`config.mk`:
```
export PLATFORM = sky130hd
export DESIGN_NAME = xlate_cache
export DESIGN_NICKNAME = d
export VERILOG_FILES = /design/src/rtl/xlate_cache.sv
export SDC_FILE = /design/constraint.sdc
export NUM_CORES = 1
export LEC_CHECK = 0
export ABC_CLOCK_PERIOD_IN_PS = 8200
export BUFFER_PORTS_ARGS = -buffer_cell sky130_fd_sc_hd__buf_2
export CAP_MARGIN = 25
export CORE_MARGIN = 5
export CORE_UTILIZATION = 30
export DETAILED_ROUTE_END_ITERATION = 10
export PLACE_DENSITY = 0.44
export SLEW_MARGIN = 40
export SYNTH_ARGS = -nofsm -noshare
export SYNTH_HDL_FRONTEND = slang
export SYNTH_SLANG_ARGS = --single-unit
```
`constraint.sdc`:
```
create_clock -name clk -period 8.2 [get_ports clk]
set_clock_uncertainty 0.05 [all_clocks]
set_input_delay 0.41 -clock clk [delete_from_list [all_inputs] [get_ports clk]]
set_output_delay 0.41 -clock clk [all_outputs]
set_load 0.03 [all_outputs]
```
`src/rtl/xlate_cache.sv`:
```
module xlate_cache #(
  parameter int N     = 16,
  parameter int VA_W  = 32,
  parameter int PA_W  = 28,
  parameter int OFS_W = 16
) (
  input  logic                  clk,
  input  logic                  rst_n,
  input  logic                  lk_valid,
  input  logic [VA_W-1:0]       lk_vaddr,
  input  logic [1:0]            lk_acc,
  output logic                  lk_hit,
  output logic                  lk_miss,
  output logic                  lk_fault,
  output logic [PA_W-1:0]       lk_paddr,
  output logic [VA_W-OFS_W-1:0] miss_vpn,
  input  logic                  fill_en,
  input  logic [VA_W-OFS_W-1:0] fill_vpn,
  input  logic [PA_W-OFS_W-1:0] fill_ppn,
  input  logic [2:0]            fill_perm,
  input  logic                  flush
);
  localparam int VPN_W = VA_W - OFS_W;
  localparam int PPN_W = PA_W - OFS_W;
  localparam int IDX_W = (N > 1) ? $clog2(N) : 1;

  logic [VPN_W-1:0] tag_q  [N];
  logic [PPN_W-1:0] ppn_q  [N];
  logic [2:0]       perm_q [N];
  logic [N-1:0]     val_q;
  logic [IDX_W-1:0] rr_q;

  wire [VPN_W-1:0] lk_vpn = lk_vaddr[VA_W-1:OFS_W];
  logic [N-1:0] lk_match, fl_match;

  for (genvar i = 0; i < N; i++) begin : g_cmp
    assign lk_match[i] = val_q[i] && (tag_q[i] == lk_vpn);
    assign fl_match[i] = val_q[i] && (tag_q[i] == fill_vpn);
  end

  logic [PPN_W-1:0] hit_ppn;
  logic [2:0]       hit_perm;
  logic [IDX_W-1:0] inv_idx, fm_idx, fill_idx;
  logic             perm_ok;

  always_comb begin
    hit_ppn  = '0;
    hit_perm = '0;
    inv_idx  = '0;
    fm_idx   = '0;
    for (int i = N - 1; i >= 0; i--) begin
      if (lk_match[i]) begin
        hit_ppn  = hit_ppn | ppn_q[i];
        hit_perm = hit_perm | perm_q[i];
      end
      if (!val_q[i])   inv_idx = IDX_W'(i);
      if (fl_match[i]) fm_idx  = IDX_W'(i);
    end
  end

  assign fill_idx = (|fl_match) ? fm_idx : (&val_q) ? rr_q : inv_idx;

  always_comb begin
    case (lk_acc)
      2'd0:    perm_ok = hit_perm[0];
      2'd1:    perm_ok = hit_perm[1];
      2'd2:    perm_ok = hit_perm[2];
      default: perm_ok = 1'b0;
    endcase
  end

  assign lk_hit   = lk_valid && (|lk_match);
  assign lk_miss  = lk_valid && !(|lk_match);
  assign lk_fault = lk_hit && !perm_ok;
  assign lk_paddr = lk_hit ? {hit_ppn, lk_vaddr[OFS_W-1:0]} : '0;
  assign miss_vpn = lk_miss ? lk_vpn : '0;

  always_ff @(posedge clk) begin
    if (!rst_n || flush) begin
      val_q <= '0;
      rr_q  <= '0;
    end else if (fill_en) begin
      val_q[fill_idx] <= 1'b1;
      if (!(|fl_match) && (&val_q))
        rr_q <= (rr_q == IDX_W'(N - 1)) ? '0 : rr_q + 1'b1;
    end
  end

  always_ff @(posedge clk) begin
    if (fill_en && !flush) begin
      tag_q[fill_idx]  <= fill_vpn;
      ppn_q[fill_idx]  <= fill_ppn;
      perm_q[fill_idx] <= fill_perm;
    end
  end
endmodule

```
---- Word-level counts from Yosys, hierarchy flattened ----
Memory sizes are Yosys's and may differ from the RTL's.
Index checks and enable logic that the tools add are counted.
word-level totals
  memories kept ........................... 3
  input port bits ......................... 70
  output and inout bits ................... 47
  bits in registers ....................... 20
  RAM bits ................................ 496
  logic and storage cells ................. 197
cells by class
  reductions and logical operators ........ 49
  eq/ne operators ......................... 35
  bitwise gates (word level) .............. 31
  multiplexer cells ....................... 74
  add/subtract/negate cells ............... 1
  $lt $le $gt $ge ......................... 2
memory list
  name    words  width  rd ports  clocked after memory_dff  wr ports  RTL line  text
  tag_q   16     16     16        0                         1         27        logic [VPN_W-1:0] tag_q [N];
  ppn_q   16     12     16        0                         1         28        logic [PPN_W-1:0] ppn_q [N];
  perm_q  16     3      16        0                         1         29        logic [2:0] perm_q [N];
operator list
  kind                                                                    number
  16-bit == test                                                          32
  12-bit 2-to-1 mux                                                       16
  12-bit OR                                                               15
  4-bit 2-to-1 mux                                                        35
  3-bit 2-to-1 mux                                                        16
  3-bit OR                                                                15
  1-bit logical AND                                                       38
  16-bit OR reduction                                                     2
  28-bit 2-to-1 mux                                                       1
  16-bit 2-to-1 mux                                                       1
  16-bit OR                                                               1
  16-bit AND reduction                                                    1
  1-bit logical NOT                                                       5
  4-bit by 5-bit < comparator with 1-bit output (second input constant)   1
  4-bit by 1-bit adder with 4-bit output (second input constant)          1
  1-bit demux with 4-bit select                                           1
  4-bit == test (second input constant)                                   1
  4-bit by 1-bit >= comparator with 1-bit output (second input constant)  1
  1-bit 2-to-1 mux                                                        3
  1-bit one-hot mux with 3 select lines                                   1
  2-bit by 1-bit == test with 1-bit output (second input constant)        1
  2-bit == test (second input constant)                                   1
  2-bit logical NOT                                                       1
  2-bit AND reduction                                                     1
  1-bit logical OR                                                        1

---- Longest topological paths before layout ----
  word-level depth ........................ 36
  depth in mapped cells ................... 13
  depth with buffers taken out ............ 9

---- Worst setup path after synthesis ----
OpenSTA, ideal clock, no wires.
  kind .................................... input -> register
  start ................................... input port fill_vpn[5]
  end ..................................... memory perm_q[5][0], enable pin
  path slack .............................. 2330 ps
  path buffers ............................ 3
  data arrival time ....................... 5322 ps
  stages on the path ...................... 12
  required time ........................... 7653 ps
  library setup time ...................... 497 ps
  cells stage by stage .................... buf_4 -> buf_6 -> xnor2_1 -> nand4_1 -> nor3_1 -> nand4_1 -> nand3_1 -> a211oi_1 -> a221o_1 -> o21a_4 -> buf_6 -> nor4_1
between the ends
  longest elaborated chain between the ends .. 19
  elaborated cells on any way between the ends .. 50
  classes of those cells .................. eq/ne: 16; mux: 17; reduce/logical: 17
RTL lines
  element                         RTL line  text
  from (decl)                     18        input logic [VA_W-OFS_W-1:0] fill_vpn,
  16-bit == test                  38        assign fl_match[i] = val_q[i] && (tag_q[i] == fill_vpn);
  1-bit logical AND               38
  4-bit 2-to-1 mux (16 in a row)  57        if (fl_match[i]) fm_idx = IDX_W'(i);
  4-bit 2-to-1 mux (*)            61        assign fill_idx = (|fl_match) ? fm_idx : (&val_q) ? rr_q : inv_idx;
  to (decl)                       29
Every way passes the cells marked *; elsewhere a longest branch is shown, timed or not.

==> metrics.md <==
| Metric | Value |
|---|---|
| Fmax achieved | `218.6 MHz` |
| Syn-to-layout area delta | `15.89%` |
| Worst path max stage delay | `0.59 ns` |
| Power Density | `206.8 nW/um^2` |
| Synth top area share | `61.49%` |
| Slew Limit Headroom | `43.64%` |
| Hold-fix buffers at CTS | `0` |
| Critical Path RT | `7.74 ns` |
| H-tree depth | `2` |
| Critical Path Stages | `9` |
| Pins over their slew limit | `0` |
| Setup WS pre-CTS | `3.182 ns` |
| Most frequent cell after synthesis | `edfxtp_1` |
| Clock tree buffer depth | `3` |
| Max Cap Viol | `0` |
| Core Util, Final | `34.96%` |
| Startpoint types | `flip-flop` |
| Unrepaired setup endpoints after global routing | `false` |
| Drt pass-1 iters | `5` |
| Crit. End Element | `output port` |
| Share of layout cells above drive strength 1 | `16.76%` |
| Status | `finished, final reports clean` |
| Later-pin clock latency in the skew report | `0.66 ns` |
| Area of the core | `80290 sq um` |
| Top cells by area, synth | `edfxtp_1, xnor2_1, xor2_1` |
| Post-CTS Repair Setup Buffers | `0` |
| Io pins | `117` |
| Final count of hold timing violations | `0` |
| CTS tree | `yes` |
| Initial core utilization | `30.17%` |
| WP buf/inv | `1` |
| Delay-heaviest family, CP | `simple AND/OR/NAND/NOR gates` |
| CTS Buf Count | `58` |
| Largest net degree at the start of global routing | `35` |
| Die height | `294.1 um` |
| Placer Congestion | `0.8281` |
| Lkg Pwr | `8.807 nW` |
| Slack of the critical path | `3.626 ns` |
| Nets | `1902` |
| Tcrit/Tclk final | `55.78%` |
| Initial DRC Count | `1603` |
| Worst Setup EP | `lk_paddr[21]` |
| Worst reg2reg setup slack | `3.81 ns` |
| Cell row count | `104` |
| Dpl hpwl | `52860 um` |
| DRT Wirelength | `87060 um` |
| IO Port Bufs | `116` |
| Gr usage total | `19.55%` |
| Worst path cell trace | `xor2_1, nor4_1, nand4_1, nor4_2, nor4_1, nand4_1, nand2_2, a41oi_1, buf_2` |
| WL/cell | `29.61 um` |
| Post-route minimum period | `4.574 ns` |
| Register-to-Register Path Depth | `10` |
| Post-synthesis cell type count | `67` |
| Final setup viols | `0` |
| Main synth FF type | `edfxtp_1` |
| Routed vias | `15530` |
| DRC viols | `0` |
| Post-cts gate resize count | `0` |
| Die Wd | `294.1 um` |
| Synth area leader | `edfxtp_1` |
| Die area | `86520 sq um` |
| EDFF count, synth | `496` |
| Commonest cells in the synthesized netlist | `edfxtp_1, xnor2_1, xor2_1` |
| Syn Nets | `1749` |
| ANT nets after route | `0` |
| Async SR Flop Fraction | `0%` |
| Netlist Area Pre-Place | `24220 sq um` |
| Register area share after synthesis | `63.15%` |
| Hold crit path type | `in2reg` |
| Critical Path Fanout Max | `13` |
| Vias in the first global route | `15640` |
| VDD IR-drop max | `159.5 uV` |
| R2R Path Start | `tag_q[15][8]` |
| Critical path's slowest cell | `nor4_1` |
| Worst-margin pin slew | `0.8454 ns` |
| Clock transition at path regs | `0.06 ns` |
| Post-synthesis cell count | `1678` |
| Fin Setup TNS | `0 ns` |
| Num Clock Sinks | `516` |
| R2R Path End | `tag_q[4][3]` |
| Seq cells post-synth | `516` |
| Clock root buffer | `clkbuf_16` |
| Mapped Avg Cell Area | `14.43 sq um` |
| Synth warnings | `0` |
| Via density | `5.281` |
| Arrival @ worst endpoint | `4.11 ns` |
| Initial antenna violation count | `3` |
| Crit path from | `tag_q[11][2]` |
| Critical path class | `reg2out` |
| Global-route wire length before repair | `121100 um` |
| Overflow after GRT | `0` |
## through the flow
step	hold slack (ns)	instances	area, sq um	total power (W)
5_1_grt	0.05772	2939	28070	0.005995
4_1_cts	0.02751	2939	28060	0.005863
2_1_floorplan	0.4215	1678	24220	0.003170
3_3_place_gp	0.4490	2825	26100	0.003322
6_report	0.06875	2940	28070	0.005806
3_5_place_dp	0.4642	2831	26210	0.003324
## power by group
| group | switching [W] | internal [W] | total (W) | leakage [nW] |
|---|---|---|---|---|
| sequential | 0.00000602 | 0.00290 | 0.00290 | 4.63 |
| clock | 0.00110 | 0.00143 | 0.00254 | 0.892 |
| combinational | 0.000254 | 0.000112 | 0.000366 | 3.29 |
| total | 0.00136 | 0.00444 | 0.00581 | 8.81 |
## how the worst min path moves through the flow
stage               depth (start not counted)            end          from  slack (ns)
finish                                      1   ppn_q[15][0]   fill_ppn[0]        0.07
global route                                1    ppn_q[4][1]   fill_ppn[1]        0.06
CTS                                         1  ppn_q[10][10]  fill_ppn[10]        0.03
detailed placement                          2        rr_q[3]       rr_q[3]        0.46
global placement                            2        rr_q[3]       rr_q[3]        0.45
floorplan                                   2        rr_q[3]       rr_q[3]        0.42
## state kept, by name, indices dropped and copies added (netlist names)
register and flops:
rr_q 4, ppn_q 192, perm_q 48, tag_q 256, val_q 16
## area by class of cell
| cell class | count | area, sq um |
|---|---|---|
| Multi-Input combinational cell | 1057 | 8377 |
| Clock inverter | 28 | 281.5 |
| Tap cell | 1060 | 1326 |
| Sequential cell | 516 | 15290 |
| Antenna cell | 1 | 2.502 |
| Timing Repair Buffer | 186 | 1177 |
| Clock buffer | 80 | 1564 |
| Fill cell | 7804 | 52220 |
| Inverter | 12 | 45.04 |
## logic make-up (layout without fill, tap and decap cells)
logic type | count (synthesis) | after routing | share of synthesized area, %
muxes | 2 | 2 | 0.08266
DFF | 516 | 516 | 63.15
buffers and inverters | 105 | 306 | 3.084
and+or+nand+nor | 358 | 358 | 8.679
xor gates and xnor gates | 513 | 513 | 18.55
other | 0 | 1 | 0
adders and majority gates | 1 | 1 | 0.05165
AOI/OAI and AO/OA | 183 | 183 | 6.406
## per-layer routing
layer	track usage [%]	up-vias	routed length [um]
met4	4.197	0	1758
met2	30.99	633	39580
met1	28.10	8085	39630
li1	-	6705	-
met3	3.728	104	6091
met5	0	-	0
## layout by cell type, fill, tap and decap left out, drive strengths merged, types with 3 or more instances in the layout
cell type / synthesis / final
a211oi: 3 / 3
a21oi: 5 / 5
a221oi: 54 / 54
a22o: 54 / 54
a22oi: 9 / 9
a31oi: 3 / 3
a32o: 7 / 7
a41oi: 13 / 13
and3: 32 / 32
buf: 72 / 186
bufinv: 0 / 3
clkbuf: 21 / 80
clkinv: 0 / 24
dfxtp: 20 / 20
edfxtp: 496 / 496
inv: 12 / 13
nand2: 57 / 57
nand3: 29 / 29
nand4: 86 / 86
nor2: 20 / 20
nor2b: 5 / 5
nor3: 41 / 41
nor4: 66 / 66
o21ai: 7 / 7
o22ai: 3 / 3
o31ai: 7 / 7
o32ai: 4 / 4
or3: 3 / 3
or4: 7 / 7
xnor2: 329 / 329
xor2: 184 / 184
Power figures use the tool's default switching activity.
